$ cat src/rtl/fpOvfPkg.sv
package fpOvfPkg;
  typedef enum logic [1:0] {
    RND_NEAR = 2'b00,
    RND_UP   = 2'b01,
    RND_DOWN = 2'b10,
    RND_ZERO = 2'b11
  } rndMode_e;

  // Strobes from control to datapath, valid in the input cycle
  typedef struct packed {
    logic bounceStb;
    logic substStb;
    logic passStb;
    logic dbl;
  } ovfStb_t;
endpackage

$ cat src/rtl/fpOvfPattern.sv
module fpOvfPattern #(
  parameter int EW = 8,
  parameter int FW = 23
) (
  input  logic          sign,
  input  logic          useMax,
  output logic [EW+FW:0] word
);
  localparam logic [EW+FW-1:0] INF_MAG = {{EW{1'b1}}, {FW{1'b0}}};
  localparam logic [EW+FW-1:0] MAX_MAG = {{(EW-1){1'b1}}, 1'b0, {FW{1'b1}}};

  assign word = {sign, useMax ? MAX_MAG : INF_MAG};
endmodule

$ cat src/rtl/fpOvfCtrl.sv
module fpOvfCtrl
  import fpOvfPkg::*;
#(
  parameter int EXP_W    = 11,
  parameter int SP_EXP_W = 8
) (
  input  logic             clk,
  input  logic             rstN,
  input  logic             inValid,
  input  logic             isDouble,
  input  logic [EXP_W-1:0] prelimExp,
  input  logic             ovfFinal,
  input  logic             ovfTrapEn,
  input  logic             flagClr,
  output ovfStb_t          stb,
  output logic             outValid,
  output logic             destWe,
  output logic             bounce,
  output logic             stOvf,
  output logic             stInexact,
  output logic             excEx,
  output logic             excOfc
);
  localparam logic [EXP_W-1:0] DP_MAX_NORM = EXP_W'((1 << EXP_W) - 2);
  localparam logic [EXP_W-1:0] SP_MAX_NORM = EXP_W'((1 << SP_EXP_W) - 2);
  localparam logic [EXP_W-1:0] DP_THRESH   = DP_MAX_NORM - 1'b1;
  localparam logic [EXP_W-1:0] SP_THRESH   = SP_MAX_NORM - 1'b1;

  logic [EXP_W-1:0] thresh;
  logic             nearTop;

  assign thresh  = isDouble ? DP_THRESH : SP_THRESH;
  assign nearTop = prelimExp >= thresh;

  always_comb begin
    stb           = '0;
    stb.dbl       = isDouble;
    stb.bounceStb = inValid && ovfTrapEn && nearTop;
    stb.substStb  = inValid && !ovfTrapEn && ovfFinal;
    stb.passStb   = inValid && !stb.bounceStb && !stb.substStb;
  end

  always_ff @(posedge clk) begin
    if (!rstN) begin
      outValid  <= 1'b0;
      destWe    <= 1'b0;
      bounce    <= 1'b0;
      stOvf     <= 1'b0;
      stInexact <= 1'b0;
      excEx     <= 1'b0;
      excOfc    <= 1'b0;
    end else begin
      outValid  <= inValid;
      destWe    <= stb.substStb || stb.passStb;
      bounce    <= stb.bounceStb;
      stOvf     <= (stOvf && !flagClr) || stb.substStb;
      stInexact <= (stInexact && !flagClr) || stb.substStb;
      excEx     <= (excEx && !flagClr) || stb.bounceStb;
      excOfc    <= (excOfc && !flagClr) || stb.bounceStb;
    end
  end

  AST_ONE_ACTION: assert property (@(posedge clk) disable iff (!rstN)
    $onehot0({stb.bounceStb, stb.substStb, stb.passStb}));
  AST_OUT_LATENCY: assert property (@(posedge clk) disable iff (!rstN)
    outValid |-> $past(inValid));
  AST_BOUNCE_NEEDS_TRAP: assert property (@(posedge clk) disable iff (!rstN)
    bounce |-> $past(ovfTrapEn));
  AST_BOUNCE_NO_WRITE: assert property (@(posedge clk) disable iff (!rstN)
    bounce |-> !destWe);
  AST_BOUNCE_SETS_EXC: assert property (@(posedge clk) disable iff (!rstN)
    bounce |-> (excEx && excOfc));
  AST_STATUS_EXACT_ONLY: assert property (@(posedge clk) disable iff (!rstN)
    $rose(stOvf) |-> $past(inValid && !ovfTrapEn && ovfFinal));
  AST_STICKY_HOLD: assert property (@(posedge clk) disable iff (!rstN)
    ($past(stInexact) && !$past(flagClr)) |-> stInexact);
endmodule

$ cat src/rtl/fpOvfData.sv
module fpOvfData
  import fpOvfPkg::*;
#(
  parameter int EXP_W     = 11,
  parameter int FRAC_W    = 52,
  parameter int SP_EXP_W  = 8,
  parameter int SP_FRAC_W = 23
) (
  input  logic                      clk,
  input  logic                      rstN,
  input  ovfStb_t                   stb,
  input  logic                      resSign,
  input  logic [1:0]                rndMode,
  input  logic [EXP_W+FRAC_W:0]     normResult,
  output logic [EXP_W+FRAC_W:0]     result
);
  localparam int DATA_W   = 1 + EXP_W + FRAC_W;
  localparam int SP_W     = 1 + SP_EXP_W + SP_FRAC_W;
  localparam int NUM_PREC = 2;

  logic              useMax;
  logic [DATA_W-1:0] patWord [NUM_PREC];
  logic [DATA_W-1:0] passWord;
  logic [DATA_W-1:0] nextRes;

  always_comb begin
    case (rndMode_e'(rndMode))
      RND_NEAR: useMax = 1'b0;
      RND_ZERO: useMax = 1'b1;
      RND_UP:   useMax = resSign;
      default:  useMax = !resSign;
    endcase
  end

  // Index 0 = single precision, 1 = double precision
  for (genvar gi = 0; gi < NUM_PREC; gi++) begin : g_prec
    localparam int EW = (gi == 0) ? SP_EXP_W : EXP_W;
    localparam int FW = (gi == 0) ? SP_FRAC_W : FRAC_W;
    logic [EW+FW:0] word;
    fpOvfPattern #(.EW(EW), .FW(FW)) u_pat (
      .sign   (resSign),
      .useMax (useMax),
      .word   (word)
    );
    assign patWord[gi] = DATA_W'(word);
  end

  assign passWord = stb.dbl ? normResult
                            : {{(DATA_W-SP_W){1'b0}}, normResult[SP_W-1:0]};

  always_comb begin
    nextRes = '0;
    if (stb.substStb)     nextRes = patWord[stb.dbl ? 1 : 0];
    else if (stb.passStb) nextRes = passWord;
  end

  always_ff @(posedge clk) begin
    if (!rstN) result <= '0;
    else       result <= nextRes;
  end

  logic anyStb;
  assign anyStb = stb.substStb || stb.passStb || stb.bounceStb;

  AST_SP_UPPER_ZERO: assert property (@(posedge clk) disable iff (!rstN)
    ($past(anyStb) && !$past(stb.dbl)) |-> (result[DATA_W-1:SP_W] == '0));
  AST_IDLE_ZERO: assert property (@(posedge clk) disable iff (!rstN)
    !$past(anyStb) |-> (result == '0));
endmodule

$ cat src/rtl/fpOvfSel.sv
module fpOvfSel
  import fpOvfPkg::*;
#(
  parameter int EXP_W     = 11,
  parameter int FRAC_W    = 52,
  parameter int SP_EXP_W  = 8,
  parameter int SP_FRAC_W = 23
) (
  input  logic                  clk,
  input  logic                  rstN,
  input  logic                  inValid,
  input  logic                  isDouble,
  input  logic [EXP_W-1:0]      prelimExp,
  input  logic                  ovfFinal,
  input  logic                  resSign,
  input  logic [1:0]            rndMode,
  input  logic                  ovfTrapEn,
  input  logic [EXP_W+FRAC_W:0] normResult,
  input  logic                  flagClr,
  output logic                  outValid,
  output logic [EXP_W+FRAC_W:0] result,
  output logic                  destWe,
  output logic                  bounce,
  output logic                  stOvf,
  output logic                  stInexact,
  output logic                  excEx,
  output logic                  excOfc
);
  ovfStb_t stb;

  fpOvfCtrl #(.EXP_W(EXP_W), .SP_EXP_W(SP_EXP_W)) u_ctrl (
    .clk       (clk),
    .rstN      (rstN),
    .inValid   (inValid),
    .isDouble  (isDouble),
    .prelimExp (prelimExp),
    .ovfFinal  (ovfFinal),
    .ovfTrapEn (ovfTrapEn),
    .flagClr   (flagClr),
    .stb       (stb),
    .outValid  (outValid),
    .destWe    (destWe),
    .bounce    (bounce),
    .stOvf     (stOvf),
    .stInexact (stInexact),
    .excEx     (excEx),
    .excOfc    (excOfc)
  );

  fpOvfData #(.EXP_W(EXP_W), .FRAC_W(FRAC_W), .SP_EXP_W(SP_EXP_W),
              .SP_FRAC_W(SP_FRAC_W)) u_data (
    .clk        (clk),
    .rstN       (rstN),
    .stb        (stb),
    .resSign    (resSign),
    .rndMode    (rndMode),
    .normResult (normResult),
    .result     (result)
  );

  AST_BOUNCE_ZERO_RES: assert property (@(posedge clk) disable iff (!rstN)
    bounce |-> (result == '0));
endmodule

$ cat config.mk
export PLATFORM = sky130hd
export DESIGN_NAME = fpOvfSel
export DESIGN_NICKNAME = d
export VERILOG_FILES = /design/src/rtl/fpOvfPkg.sv /design/src/rtl/fpOvfPattern.sv /design/src/rtl/fpOvfCtrl.sv /design/src/rtl/fpOvfData.sv /design/src/rtl/fpOvfSel.sv
export SDC_FILE = /design/constraint.sdc
export NUM_CORES = 1
export LEC_CHECK = 0
export BUFFER_PORTS_ARGS = -buffer_cell sky130_fd_sc_hd__buf_4
export CORE_ASPECT_RATIO = 0.5
export CORE_MARGIN = 2
export CORE_UTILIZATION = 46
export CTS_CLUSTER_DIAMETER = 200
export DETAILED_ROUTE_END_ITERATION = 8
export PLACE_DENSITY_LB_ADDON = 0.08
export SYNTH_ARGS = -nofsm -noshare
export SYNTH_HDL_FRONTEND = slang
export SYNTH_SLANG_ARGS = --single-unit
$ cat constraint.sdc
create_clock -name clk -period 4.4 [get_ports clk]
set_input_delay 0.88 -clock clk [delete_from_list [all_inputs] [get_ports clk]]
set_output_delay 0.88 -clock clk [all_outputs]
set_load 0.02 [all_outputs]
-- Word level (Yosys, flattened, before mapping)
Cells that the tools add are included.
- flip-flop bits (word level): 71
- latch bits: 0
- RAM bits: 0
- bits in read-only memories: 0
- memories kept: 0
- add/sub/neg operators: 0
- $mul: 0
- div/mod/pow operators: 0
- $lt $le $gt $ge: 2
- equal/unequal tests: 2
- shift-type cells: 0
- multiplexer cells: 11
- bitwise logic cells: 1
- reductions and logical operators: 21
- operator list (cell ; count):
    64-bit 2-to-1 mux ; 6
    53-bit 2-to-1 mux ; 1
    32-bit by 2-bit greater-or-equal comparator with 1-bit output, second input constant ; 1
    32-bit NOT ; 1
    24-bit 2-to-1 mux ; 1
    11-bit greater-or-equal comparator ; 1
    11-bit 2-to-1 mux ; 1
    1-bit logical AND ; 10
    1-bit logical NOT ; 5
    1-bit logical OR ; 5
    1-bit case mux with 3 select lines ; 1
    2-bit by 1-bit equality test with 1-bit output, second input constant ; 1
    2-bit equality test, second input constant ; 1
    2-bit logical NOT ; 1
    1-bit 2-to-1 mux ; 1

-- Longest topological paths before layout
- depth in word-level cells: 8
- gate-level depth with buffers: 8
- depth with buffers taken out: 5

-- Cells and area by module
From an unflattened synthesis, not the netlist that was laid out.
- cell total of the unflattened synthesis: 429
- area, all modules: 3822.4 sq um
- modules (own cells, without submodules) (module ; instances ; cells an instance ; area each (sq um) ; seq. area each (sq um)):
    fpOvfData ; 1 ; 290 ; 2742.6 ; 1281.2
    fpOvfPattern (u_data.g_prec[1].u_pat) ; 1 ; 65 ; 480.5 ; 0.0
    fpOvfCtrl ; 1 ; 41 ; 359.1 ; 140.1
    fpOvfPattern (u_data.g_prec[0].u_pat) ; 1 ; 33 ; 240.2 ; 0.0

-- Worst setup path before layout
OpenSTA, ideal clock, no wires.
- path kind: input-to-reg
- start point: input port isDouble
- end point: register u_data.result[54]
- arrival time: 2.313 ns
- data required time: 4.284 ns
- setup slack: 1.971 ns
- stages on the path: 8
- path buffers: 3
- cell sequence: buf_2 -> inv_1 -> ha_1 -> nand4_1 -> or3_1 -> buf_6 -> buf_6 -> a41o_1
- word-level cells in the longest chain between the ends: 8
- elaborated cells between the ends (all ways): 14
- those cells by class: order compare (1); mux (8); bitwise (1); reduce/logical (4)
- RTL lines (what ; line ; text):
    from (decl) ; fpOvfSel.sv:12 ; input logic isDouble,
    11-bit 2-to-1 mux ; fpOvfCtrl.sv:32 ; assign thresh = isDouble ? DP_THRESH : SP_THRESH;
    11-bit greater-or-equal comparator ; fpOvfCtrl.sv:33 ; assign nearTop = prelimExp >= thresh;
    1-bit logical AND ; fpOvfCtrl.sv:38 ; stb.bounceStb = inValid && ovfTrapEn && nearTop;
    1-bit logical NOT ; fpOvfCtrl.sv:40 ; stb.passStb = inValid && !stb.bounceStb && !stb.substStb;
    1-bit logical AND (2 in a row) ; fpOvfCtrl.sv:40 ;
    64-bit 2-to-1 mux ; fpOvfData.sv:54 ; else if (stb.passStb) nextRes = passWord;
    64-bit 2-to-1 mux (*) ; fpOvfData.sv:53 ; if (stb.substStb) nextRes = patWord[stb.dbl ? 1 : 0];
    to (signal assigned) ; fpOvfData.sv:59 ; else result <= nextRes;
    to (decl) ; fpOvfData.sv:15 ; output logic [EXP_W+FRAC_W:0] result
Mark *: on every way between the ends. The rest lies on a longest branch, timed or not. The select of a mux whose other input is x is not followed.
A chain may end at the register's enable or synchronous reset.

-- Final worst setup path
- start point: input port isDouble
- end point: register u_data.result[4]
Same word-level chain as after synthesis.

==> flow_summary.yaml <==
run_status:
  status: "complete, no violations"
timing:
  fin_ws_ns: 1.45
  final.period_utilization_pct: 67.0
  max_freq_ghz: 0.339
  slew_headroom_pct: 17.0
  skew_ns: 0
  slew_violations: 0
  worstMarginPinSlew_ns: 1.24
  rsz0062_at_grt: "no"
  fin_tns_setup_ns: 0
  min_period_ns: 2.95
  setup_viol: 0
  hold_viol: 0
worst_setup_path:
  required_ns: 4.66
  crit_fanout: 38
  reg2reg_slack_ns: 3.81
  cp-start-kind: "primary input"
  r2r_end: "u_ctrl.stInexact"
  crit_type: "primary input to flop"
  critical_path.endpoint_type: "flop"
  crit_arrival_ns: 3.21
  reg2reg_from: "u_ctrl.stInexact"
  reg2regPathDepth: 2
clock_tree:
  ctsHtreeMaxLevel: 3
  clockRootBuffer: "clkbuf_16"
  numCtsBuffers: 9
  clk_latency_ns: 0.32
  clkSinkCount: 71
  postCtsSetupRepairBufs: 0
  cts_hold_buf: 0
  post_cts_resized: 0
  clkTransAtPathRegs_ns: 0.05
  clockBufferDepth: 2
  cts_tree: "yes"
job:
  maxCapViolations: 0
floorplan:
  die_x_um: 110
  pin_count: 156
  start_util_pct: 47.6
  die_y_um: 57.2
  coreArea_mm2: 0.00547
  std_cell_rows: 19
  die_area_mm2: 0.00631
route:
  highest_layer: "met4"
  drc: 0
  drt_pass1_iterations: 5
  drt-vias-per-instance: 5.46
  num_vias: 2472
  wire_per_inst_um: 15.6
  drt_iter0_markers: 95
  wl_met3_um: 713
  wl_met1_mm: 2.93
  wl_mm: 7.08
  wl_met2_mm: 3.37
  ant_nets: 0
global_routing:
  grt_pass1_vias: 2362
  antenna_found_initial: 0
  track_usage_pct: 23.1
  grt_max_degree: 39
  grt_pass1_wl_mm: 11.5
  grt_overflow_total: 0
cells_and_area:
  layout.nets: 466
  drive_above_1_share_pct: 47.9
  diodes: 0
  fillers: 417
  area_growth_pct: 56.8
yosys:
  synth_simple_gate_area_share_pct: 9.61
  yosys_warnings: 0
  synth_compound_area_share_pct: 25.9
  ys_seq_elements: 71
  ys_types: 35
  synth_fp_nets: 322
  avgSynthCellArea_um2: 11.3
  synthesis.area_mm2: 0.00260
  synthAdderAreaFrac_pct: 2.88
  postSynthCellCount: 231
  synth_top_family_by_area: "compound AO/OA/AOI/OAI gates"
  synth_xor_area_share_pct: 0
  synth-seq-area-share_pct: 54.6
  synth.mux.area_fraction_pct: 0.384
hold_path:
  worstHoldStart: "u_ctrl.stOvf"
  hold_path_depth: 2
  hold_end: "u_ctrl.stOvf"
  hold_path_class: "flop to flop"
place:
  port_buffers: 155
  place_ws_ns: 1.15
  hpwlAfterDp_mm: 4.99
  routabilityCongestion: 0.766
power:
  p_leak_uw: 0.00219
  fin_total_pwr_uw: 1670
  p_per_area_mw_per_mm2: 410
  irDropWorstVdd_uv: 275
[where the power goes]
part,switching (µW),internal [µW],total (µW)
Combinational,109,113,223
Clock,258,511,770
Sequential,8.25,673,681
Total,376,1300,1670
[worst max-delay path by stage]
stage | startpoint | end | slack, ns | cells past startpoint
global route | isDouble | u_data.result[9] | 1.26 | 7
CTS | isDouble | u_data.result[4] | 1.50 | 7
floorplan | isDouble | u_data.result[54] | 1.97 | 8
detailed placement | isDouble | u_data.result[9] | 1.15 | 7
global placement | isDouble | u_data.result[59] | 1.30 | 7
finish | isDouble | u_data.result[4] | 1.45 | 7
[critical path, stage by stage]
cell	delay, ns
buf_4	0.32
inv_1	0.16
ha_1	0.34
a211oi_1	0.44
o21a_1	0.62
buf_12	0.25
a41o_1	0.19
[routing by layer]
metal	up-vias	track usage (%)
met5	-	0
met4	0	7.86
met3	7	10.8
met2	119	37.3
met1	1154	27.7
li1	1192	-
[metrics by stage]
step,cells,util [%],instance area (µm²),hold slack [ns]
final,453,74.6,4080,0.478
after global routing,453,74.6,4080,0.516
after CTS,453,74.6,4080,0.483
after detailed placement,437,68.7,3760,0.473
after global placement,437,68.7,3760,0.467
after floorplan,231,-,2600,0.551
[kinds of logic after synthesis]
family,after synthesis
DFF,71
adders and majority gates,6
AOI/OAI and AO/OA,76
muxes,1
and+or+nand+nor,46
buffers and inverters,31
[synth_stat cells]
| cell type | n | share of area, % |
|---|---|---|
| nor3_2 | 2 | 0.77 |
| a211oi_1 | 1 | 0.29 |
| or3_1 | 1 | 0.24 |
| buf_4 | 1 | 0.29 |
| o211ai_2 | 1 | 0.48 |
| buf_2 | 12 | 2.3 |
| o21ai_0 | 1 | 0.19 |
| o21ai_1 | 1 | 0.19 |
| or2_2 | 1 | 0.24 |
| a21boi_0 | 2 | 0.58 |
| nand2_1 | 4 | 0.58 |
| a2111oi_0 | 1 | 0.34 |
| buf_6 | 5 | 2.2 |
| nor3_1 | 2 | 0.38 |
| o21a_1 | 1 | 0.29 |
| nand2b_1 | 3 | 0.72 |
| and3_1 | 1 | 0.24 |
| nand3_1 | 24 | 4.6 |
| nand2_2 | 1 | 0.24 |
| o31ai_1 | 22 | 6.3 |
| mux2i_1 | 1 | 0.38 |
| o211ai_1 | 2 | 0.58 |
| nand4_1 | 2 | 0.48 |
| o2111ai_1 | 1 | 0.34 |
| clkbuf_1 | 10 | 1.4 |
| or4_1 | 1 | 0.29 |
| nor2_1 | 2 | 0.29 |
| a21oi_1 | 1 | 0.19 |
| ha_1 | 6 | 2.9 |
| o2bb2ai_1 | 1 | 0.34 |
| a41o_1 | 41 | 16 |
| dfxtp_1 | 71 | 55 |
| nor2b_1 | 1 | 0.24 |
| and2b_1 | 1 | 0.29 |
| inv_1 | 3 | 0.43 |
[cell type report]
class                   instances  area [µm²]  area share, %
multi-input cells             129        1010           24.8
clock inverters                 5        81.3           1.99
well taps                      73        91.3           2.24
clock buffers                  11         243           5.95
flip-flops and latches         71        1420           34.8
inverters                       3        11.3          0.276
repair buffers                161        1220           29.9
[placed cells by master, fill, tap and decap left out, types with 2 or more instances in the layout]
cell / instances
a21boi_0: 2
a41o_1: 41
buf_4: 160
bufinv_16: 2
clkbuf_16: 9
dfxtp_1: 71
ha_1: 6
inv_1: 3
nand2_1: 4
nand2b_1: 2
nand3_1: 24
nand4_1: 2
nor2_1: 2
nor3_1: 2
nor3_2: 2
o211ai_1: 2
o31ai_1: 22
[flip-flops by register name, indices dropped and copies added (netlist names)]
name / cells
u_ctrl.excOfc: 1
u_ctrl.stInexact: 1
u_ctrl.destWe: 1
u_ctrl.excEx: 1
u_ctrl.outValid: 1
u_data.result: 64
u_ctrl.bounce: 1
u_ctrl.stOvf: 1
(Power assumes the default switching activity.)
